===== config.mk =====
export PLATFORM = sky130hd
export DESIGN_NAME = gpio_edge_pager
export DESIGN_NICKNAME = d
export VERILOG_FILES = /design/src/rtl/gpio_edge_pager.sv
export SDC_FILE = /design/constraint.sdc
export NUM_CORES = 1
export LEC_CHECK = 0
export ABC_AREA = 0
export BUFFER_PORTS_ARGS = -buffer_cell sky130_fd_sc_hd__clkbuf_2
export CAP_MARGIN = 25
export CORE_MARGIN = 2
export CORE_UTILIZATION = 54
export CTS_BUF_LIST = sky130_fd_sc_hd__clkbuf_4 sky130_fd_sc_hd__clkbuf_8
export DETAILED_ROUTE_END_ITERATION = 16
export PLACE_DENSITY_LB_ADDON = 0.08
export SLEW_MARGIN = 25
export SYNTH_ARGS = -nofsm -noshare
export SYNTH_HDL_FRONTEND = slang
export SYNTH_SLANG_ARGS = --single-unit

===== constraint.sdc =====
create_clock -name clk -period 3 [get_ports clk]
set_clock_uncertainty 0.15 [all_clocks]
set_input_delay 0.45 -clock clk [delete_from_list [all_inputs] [get_ports clk]]
set_output_delay 0.45 -clock clk [all_outputs]
set_load 0.01 [all_outputs]

===== src/rtl/gpio_edge_pager.sv =====
module gpio_edge_pager #(
  parameter int         NPORT     = 6,
  parameter int         IRQ_PORTS = 3,
  parameter logic [7:0] PG_EN     = 8'h80,
  parameter logic [7:0] PG_POL    = 8'h40,
  parameter logic [7:0] PG_EVT    = 8'hC0
) (
  input  logic              clk,
  input  logic              rst_n,
  input  logic [3:0]        addr,
  input  logic [7:0]        wdata,
  input  logic              wr_en,
  input  logic              rd_en,
  output logic [7:0]        rdata,
  input  logic [NPORT*8-1:0] pins_in,
  output logic [NPORT*8-1:0] pins_out,
  output logic              irq
);
  localparam int ADDR_SUM  = NPORT;
  localparam int ADDR_PAGE = NPORT + 1;
  localparam int ADDR_WIN  = NPORT + 2;

  logic [7:0] out_q [NPORT];
  logic [7:0] s1    [NPORT];
  logic [7:0] s2    [NPORT];
  logic [7:0] prev  [IRQ_PORTS];
  logic [7:0] en    [IRQ_PORTS];
  logic [7:0] pol   [IRQ_PORTS];
  logic [7:0] ev    [IRQ_PORTS];
  logic [7:0] hit   [IRQ_PORTS];
  logic [7:0] page;
  logic [IRQ_PORTS-1:0] summary;
  logic [IRQ_PORTS-1:0] en_any;

  always_ff @(posedge clk) begin
    if (!rst_n)                                   page <= '0;
    else if (wr_en && addr == 4'(ADDR_PAGE))      page <= wdata;
  end

  for (genvar p = 0; p < NPORT; p++) begin : g_port
    assign pins_out[8*p +: 8] = out_q[p];
    always_ff @(posedge clk) begin
      if (!rst_n) begin
        out_q[p] <= '0;
        s1[p]    <= '0;
        s2[p]    <= '0;
      end else begin
        if (wr_en && addr == 4'(p)) out_q[p] <= wdata;
        s1[p] <= pins_in[8*p +: 8];
        s2[p] <= s1[p];
      end
    end
  end

  for (genvar p = 0; p < IRQ_PORTS; p++) begin : g_irq
    wire sel = wr_en && addr == 4'(ADDR_WIN + p);

    assign hit[p]     = (pol[p] & s2[p] & ~prev[p]) | (~pol[p] & ~s2[p] & prev[p]);
    assign summary[p] = |ev[p];
    assign en_any[p]  = |en[p];

    always_ff @(posedge clk) begin
      if (!rst_n) begin
        prev[p] <= '0;
        en[p]   <= '0;
        pol[p]  <= '0;
        ev[p]   <= '0;
      end else begin
        prev[p] <= s2[p];
        ev[p]   <= en[p] & (ev[p] | hit[p]);
        if (sel && page == PG_EN)  en[p]  <= wdata;
        if (sel && page == PG_POL) pol[p] <= wdata;
      end
    end

    assert_sticky_R7: assert property (@(posedge clk) disable iff (!rst_n)
      1'b1 |=> ((($past(ev[p]) & $past(en[p])) & ~ev[p]) == 8'h00));

    assert_gated_R8: assert property (@(posedge clk) disable iff (!rst_n)
      1'b1 |=> ((ev[p] & ~$past(en[p])) == 8'h00));

    assert_evt_page_wr_R9: assert property (@(posedge clk) disable iff (!rst_n)
      (sel && page == PG_EVT) |=> ($stable(en[p]) && $stable(pol[p])));
  end

  assign irq = |summary;

  always_comb begin
    rdata = '0;
    if (rd_en) begin
      for (int p = 0; p < NPORT; p++)
        if (addr == 4'(p)) rdata = s2[p];
      if (addr == 4'(ADDR_SUM))  rdata = 8'(summary);
      if (addr == 4'(ADDR_PAGE)) rdata = page;
      for (int p = 0; p < IRQ_PORTS; p++)
        if (addr == 4'(ADDR_WIN + p)) begin
          if      (page == PG_EN)  rdata = en[p];
          else if (page == PG_POL) rdata = pol[p];
          else if (page == PG_EVT) rdata = ev[p];
          else                     rdata = '0;
        end
    end
  end

  assert_irq_quiet_R6: assert property (@(posedge clk) disable iff (!rst_n)
    ($past(en_any) == '0) |-> !irq);

  assert_summary_hi_R3: assert property (@(posedge clk) disable iff (!rst_n)
    (rd_en && addr == 4'(ADDR_SUM)) |-> ((rdata >> IRQ_PORTS) == 8'h00));

  assert_idle_read_R2: assert property (@(posedge clk) disable iff (!rst_n)
    !rd_en |-> (rdata == 8'h00));
endmodule


# Word level (Yosys, flattened, before mapping)

Memory sizes are Yosys's and may differ from the RTL's.
Index checks and enable logic that the tools add are counted.

Register bits: 8
RAM bits: 240
Bits of input ports: 64
Word-level logic and storage cells: 191
Memories kept: 7

Memory list:

| name            | depth | bits a word | rd ports | clocked after memory_dff | wr ports | RTL line | RTL |
|---|---|---|---|---|---|---|---|
| out_q           | 6     | 8           | 6        | 0                        | 6        | 23       | `logic [7:0] out_q [NPORT];` |
| s1              | 6     | 8           | 6        | 0                        | 6        | 24       | `logic [7:0] s1 [NPORT];` |
| s2              | 6     | 8           | 6        | 0                        | 6        | 25       | `logic [7:0] s2 [NPORT];` |
| en              | 3     | 8           | 3        | 0                        | 3        | 27       | `logic [7:0] en [IRQ_PORTS];` |
| ev              | 3     | 8           | 3        | 0                        | 3        | 29       | `logic [7:0] ev [IRQ_PORTS];` |
| pol             | 3     | 8           | 3        | 0                        | 3        | 28       | `logic [7:0] pol [IRQ_PORTS];` |
| 1 more memories | -     | -           | -        | -                        | -        | -        |  |

Eq/ne operators: 13
Muxes and demuxes: 89
Bitwise logic cells: 60
Reduce and logical (&&, ||, !) cells: 21

Operator list:

| operator           | count |
|---|---|
| $mux 8             | 51 |
| $and 8x8->8        | 15 |
| $not 8->8          | 9 |
| $or 8x8->8         | 6 |
| $mux 1             | 38 |
| $or 1x1->1         | 30 |
| $reduce_or 24->1   | 1 |
| $reduce_or 8->1    | 3 |
| $eq 4x3->1 const B | 4 |
| $eq 8x8->1 const B | 2 |
| $logic_and 1x1->1  | 16 |
| $eq 4x4->1 const B | 3 |
| $eq 4x2->1 const B | 2 |
| $eq 8x7->1 const B | 1 |
| $eq 4x1->1 const B | 1 |
| $logic_not 4->1    | 1 |

# Depth between registers and ports, before layout

Word-level depth: 13
Depth in mapped cells: 8
Gate-level depth less buffers: 5

# Least setup slack after synthesis

No wires, ideal clock.

Path type: input to output
From: input addr[0]
To: output rdata[3]
Arrival time: 2357 ps
Slack: 43 ps
Cell stages on the path: 7
Buffers on the path: 2
Cells stage by stage: clkbuf_1 -> nand2b_1 -> or3_4 -> or2_0 -> buf_6 -> o41ai_1 -> o311a_1

Longest elaborated chain between the ends: 13

RTL lines:

| element             | RTL line | RTL |
|---|---|---|
| from (decl)         | 10       | `input logic [3:0] addr,` |
| $logic_not 4->1     | 92       | `if (addr == 4'(p)) rdata = s2[p];` |
| $mux 8 (6 in a row) | 92       |  |
| $mux 8              | 93       | `if (addr == 4'(ADDR_SUM)) rdata = 8'(summary);` |
| $mux 8              | 94       | `if (addr == 4'(ADDR_PAGE)) rdata = page;` |
| $mux 8 (2 in a row) | 96       | `if (addr == 4'(ADDR_WIN + p)) begin` |
| $mux 8 (*)          | 96       |  |
| $mux 8 (*)          | 90       | `if (rd_en) begin` |
| to (decl)           | 14       | `output logic [7:0] rdata,` |

Mark *: on every way between the ends. The rest lies on a longest branch, timed or not.

# Worst setup path after layout

From: register page[3]
To: output rdata[3]

Longest elaborated chain between the ends: 8

RTL lines:

| element                | RTL line | RTL |
|---|---|---|
| from (decl)            | 31       | `logic [7:0] page;` |
| from (signal assigned) | 37       | `else if (wr_en && addr == 4'(ADDR_PAGE)) page <= wdata;` |
| $eq 8x8->1             | 99       | `else if (page == PG_EVT) rdata = ev[p];` |
| $mux 8                 | 99       |  |
| $mux 8                 | 98       | `else if (page == PG_POL) rdata = pol[p];` |
| $mux 8                 | 97       | `if (page == PG_EN) rdata = en[p];` |
| $mux 8 (2 in a row)    | 96       |  |
| $mux 8 (*)             | 96       |  |
| $mux 8 (*)             | 90       |  |

Marked as above.

==> impl_metrics.yaml <==
worst_setup_path:
  worstPathRequired_ps: 2400
  r2r_setup_slack_ps: 440
  reg2reg_to: "pol[1][1]"
  cp-end-kind: "primary output"
  arrival_ps: 2610
  worstSetupPathType: "reg2out"
  ff2ff_path_depth: 6
  worst-path-max-fanout: 4
  r2r_start: "page[4]"
  start_kind: "flop"
synthesis:
  ys.flop_type: "dfxtp_1"
  synth_nets: 922
  ys_ff_latch: 248
  yosysUniqueCellTypes: 40
  synth_warnings: 0
  syn_area_sq_mm: 0.00972
  synthArstFlopShare: 0
  synth_area_per_cell_sq_um: 11.3
  synth_edf_count: 96
  syn_inst: 858
  ys_seq_area_frac: 0.610
final_layout:
  antennaDiodeCount: 0
  fin_nets: 1133
  final_cells: 1329
  multi_input_comb_area_sq_mm: 0.00362
  drive_gt1_frac: 0.252
  area_growth_pct: 25.8
  n_fill_cell: 1368
  final-seq-area_sq_mm: 0.00593
  final_area_sq_mm: 0.0122
cts:
  cts_tree: "done"
  post-cts-setup-buffers: 0
  htree_levels: 2
  clock_path_buffers: 3
  clock_latency_ps: 530
  cts_buffers: 40
  cts_sinks: 248
  path_clk_slew_ps: 60
  cts_root_buf: "clkbuf_8"
sta:
  fin_crit_sh: 1.07
  tns_ps: -1260
  relSlewSlack: 0.458
  final_hold_viol_count: 0
  rsz0062_at_grt: "yes"
  max_freq_mhz: 311
  setup_viol: 8
  finalWorstSetupSlack_ps: -211
  min_period_ps: 3210
  final_max_slew_viol_count: 0
  max_slew.worst_pin.slew_ps: 807
power:
  leakage_nw: 5.22
  powerDensity_mw_per_mm2: 605
  ir_drop_v: 0.000550
grt:
  antenna_found_initial: 1
  grt_pass1_vias: 7492
  grt_use_total: 0.281
  grt_pass1_wl_um: 41400
  grt_max_degree: 67
  overflow: 0
hold_path:
  min_from: "rst_n"
  whs_endpoint: "page[3]"
  hold_path.class: "in2reg"
  whs_path_depth: 2
job:
  cap_viol_max_count: 0
floorplanning:
  num_rows: 49
  core-area_sq_mm: 0.0178
  chipWidth_um: 138
  num_io_pins: 121
  start_util: 0.546
  die-area_sq_mm: 0.0191
  die_h_um: 138
routing:
  drt-vias-per-instance: 5.50
  routed_wl_um: 26700
  firstDrtPassIters: 5
  drtIter0Drc: 514
  drc: 0
  wl_per_cell_um: 20.1
  detail-route-antenna-nets: 0
  vias: 7305
outcome:
  outcome: "finished with violations"
  failed_checks: "negative setup slack"
place:
  dpl-instance-area_sq_mm: 0.0108
  portBuffers: 120
  dp_hpwl_um: 18500
  place_congestion: 1.03
  post-place-cells: 1208
## where the power goes
group	total [mW]	switching, mW	leakage (nW)	internal (mW)
clock	3.21	1.28	0.477	1.92
sequential	3.70	0.0729	2.20	3.63
combinational	0.485	0.262	2.54	0.223
## what timing repair did
action,4_1_cts,5_1_grt
hold endpoints to repair,48,0
hold buffers,48,0
resized for setup,10,11
endpoints found under the setup margin,8,8
pin swaps,11,1
## kinds of logic after synthesis
| logic type | after synthesis | share of synthesized area |
|---|---|---|
| AND/OR/NAND/NOR | 400 | 0.230 |
| AO/OA/AOI/OAI | 127 | 0.0934 |
| multiplexers | 33 | 0.0457 |
| flip-flops | 248 | 0.610 |
| buffers and inverters | 50 | 0.0211 |
## metrics by stage
| step | utilization | hold WS [ps] | worst slack, ps | total power, mW |
|---|---|---|---|---|
| floorplan | - | 262 | 43.1 | 3.97 |
| global placement | 0.607 | 264 | 153 | 4.19 |
| detailed placement | 0.607 | 268 | 120 | 4.20 |
| CTS | 0.687 | 190 | -215 | 7.45 |
| global route | 0.687 | 241 | -299 | 7.65 |
| finish | 0.687 | 226 | -211 | 7.40 |
## metal layers
layer | wire length, um | share of wire | global-route usage | up-vias
li1 | - | - | - | 3440
met1 | 11300 | 0.42 | 0.373 | 3547
met2 | 12800 | 0.48 | 0.459 | 251
met3 | 1420 | 0.053 | 0.0454 | 67
met4 | 1140 | 0.043 | 0.125 | 0
met5 | 0 | 0 | 0 | -
## sequential cells by signal, summed over array words and instances (netlist names)
register	flops
s1	48
ev	24
en	24
page	8
s2	48
pol	24
out_q	48
prev	24
## critical path, stage by stage (launching register included)
cell	delay [ps]
dfxtp_2	330
or4_4	530
or3_4	360
or2_4	250
o41ai_2	210
o311a_1	260
buf_2	150
## layout by cell type, fill, tap and decap left out, types with 3 or more instances in the layout
cell type and instances:
and2_1 217, dfxtp_1 150, clkbuf_2 112, edfxtp_1 96, nor2_1 61, nand2_1 52
clkbuf_8 49, dlygate4sd3_1 48, buf_4 48, o21ai_0 40, o311a_1 32, nor3b_1 24
a21oi_1 17, clkbuf_4 15, mux2i_1 14, mux2_2 11, nor3_1 9, mux4_2 8
a2bb2oi_1 8, a21boi_0 8, nor4_1 7, buf_2 7, and3_1 6, nand2b_1 5
nand3_1 4, nor2_2 4, o31ai_1 4, o41ai_1 4, or2_2 3, o221ai_1 3
or3_1 3, clkinv_2 3, bufinv_16 3
## cell usage after synthesis (2+ instances only)
library cell  instances  share of area
and2_1              217           0.14
dfxtp_1             152           0.31
edfxtp_1             96           0.30
nor2_1               65          0.025
nand2_1              52          0.020
clkbuf_1             42          0.016
o21ai_0              40          0.021
o311a_1              32          0.033
nor3b_1              24          0.019
a21oi_1              19         0.0098
mux2i_1              14          0.014
mux2_2               11          0.013
nor3_1                9         0.0046
a21boi_0              8         0.0062
a2bb2oi_1             8         0.0072
mux4_2                8          0.019
nor4_1                7         0.0045
and3_1                6         0.0039
o41ai_1               6         0.0054
nand2b_1              5         0.0032
nand3_1               4         0.0021
o31ai_1               4         0.0031
o221ai_1              3         0.0027
or2_2                 3         0.0019
or3_1                 3         0.0019
a211oi_1              2         0.0015
buf_1                 2        0.00077
buf_2                 2         0.0010
buf_6                 2         0.0023
nor2b_1               2         0.0013
## area by class of cell
type,instances,share of cell area
multi-input combinational,560,0.296
clock inverter,9,0.0101
tap,229,0.0234
sequential,248,0.485
clock buffer,64,0.0644
inverter,2,0.000614
timing repair buffer,217,0.120
## worst max-delay path by stage
stage,slack (ps),start,to
floorplan,40,addr[0],rdata[3]
global placement,150,page[3],rdata[3]
detailed placement,120,page[3],rdata[3]
CTS,-220,page[3],rdata[3]
global route,-300,page[3],rdata[3]
finish,-210,page[3],rdata[3]
Note: power is estimated with default switching activity, not from simulation.
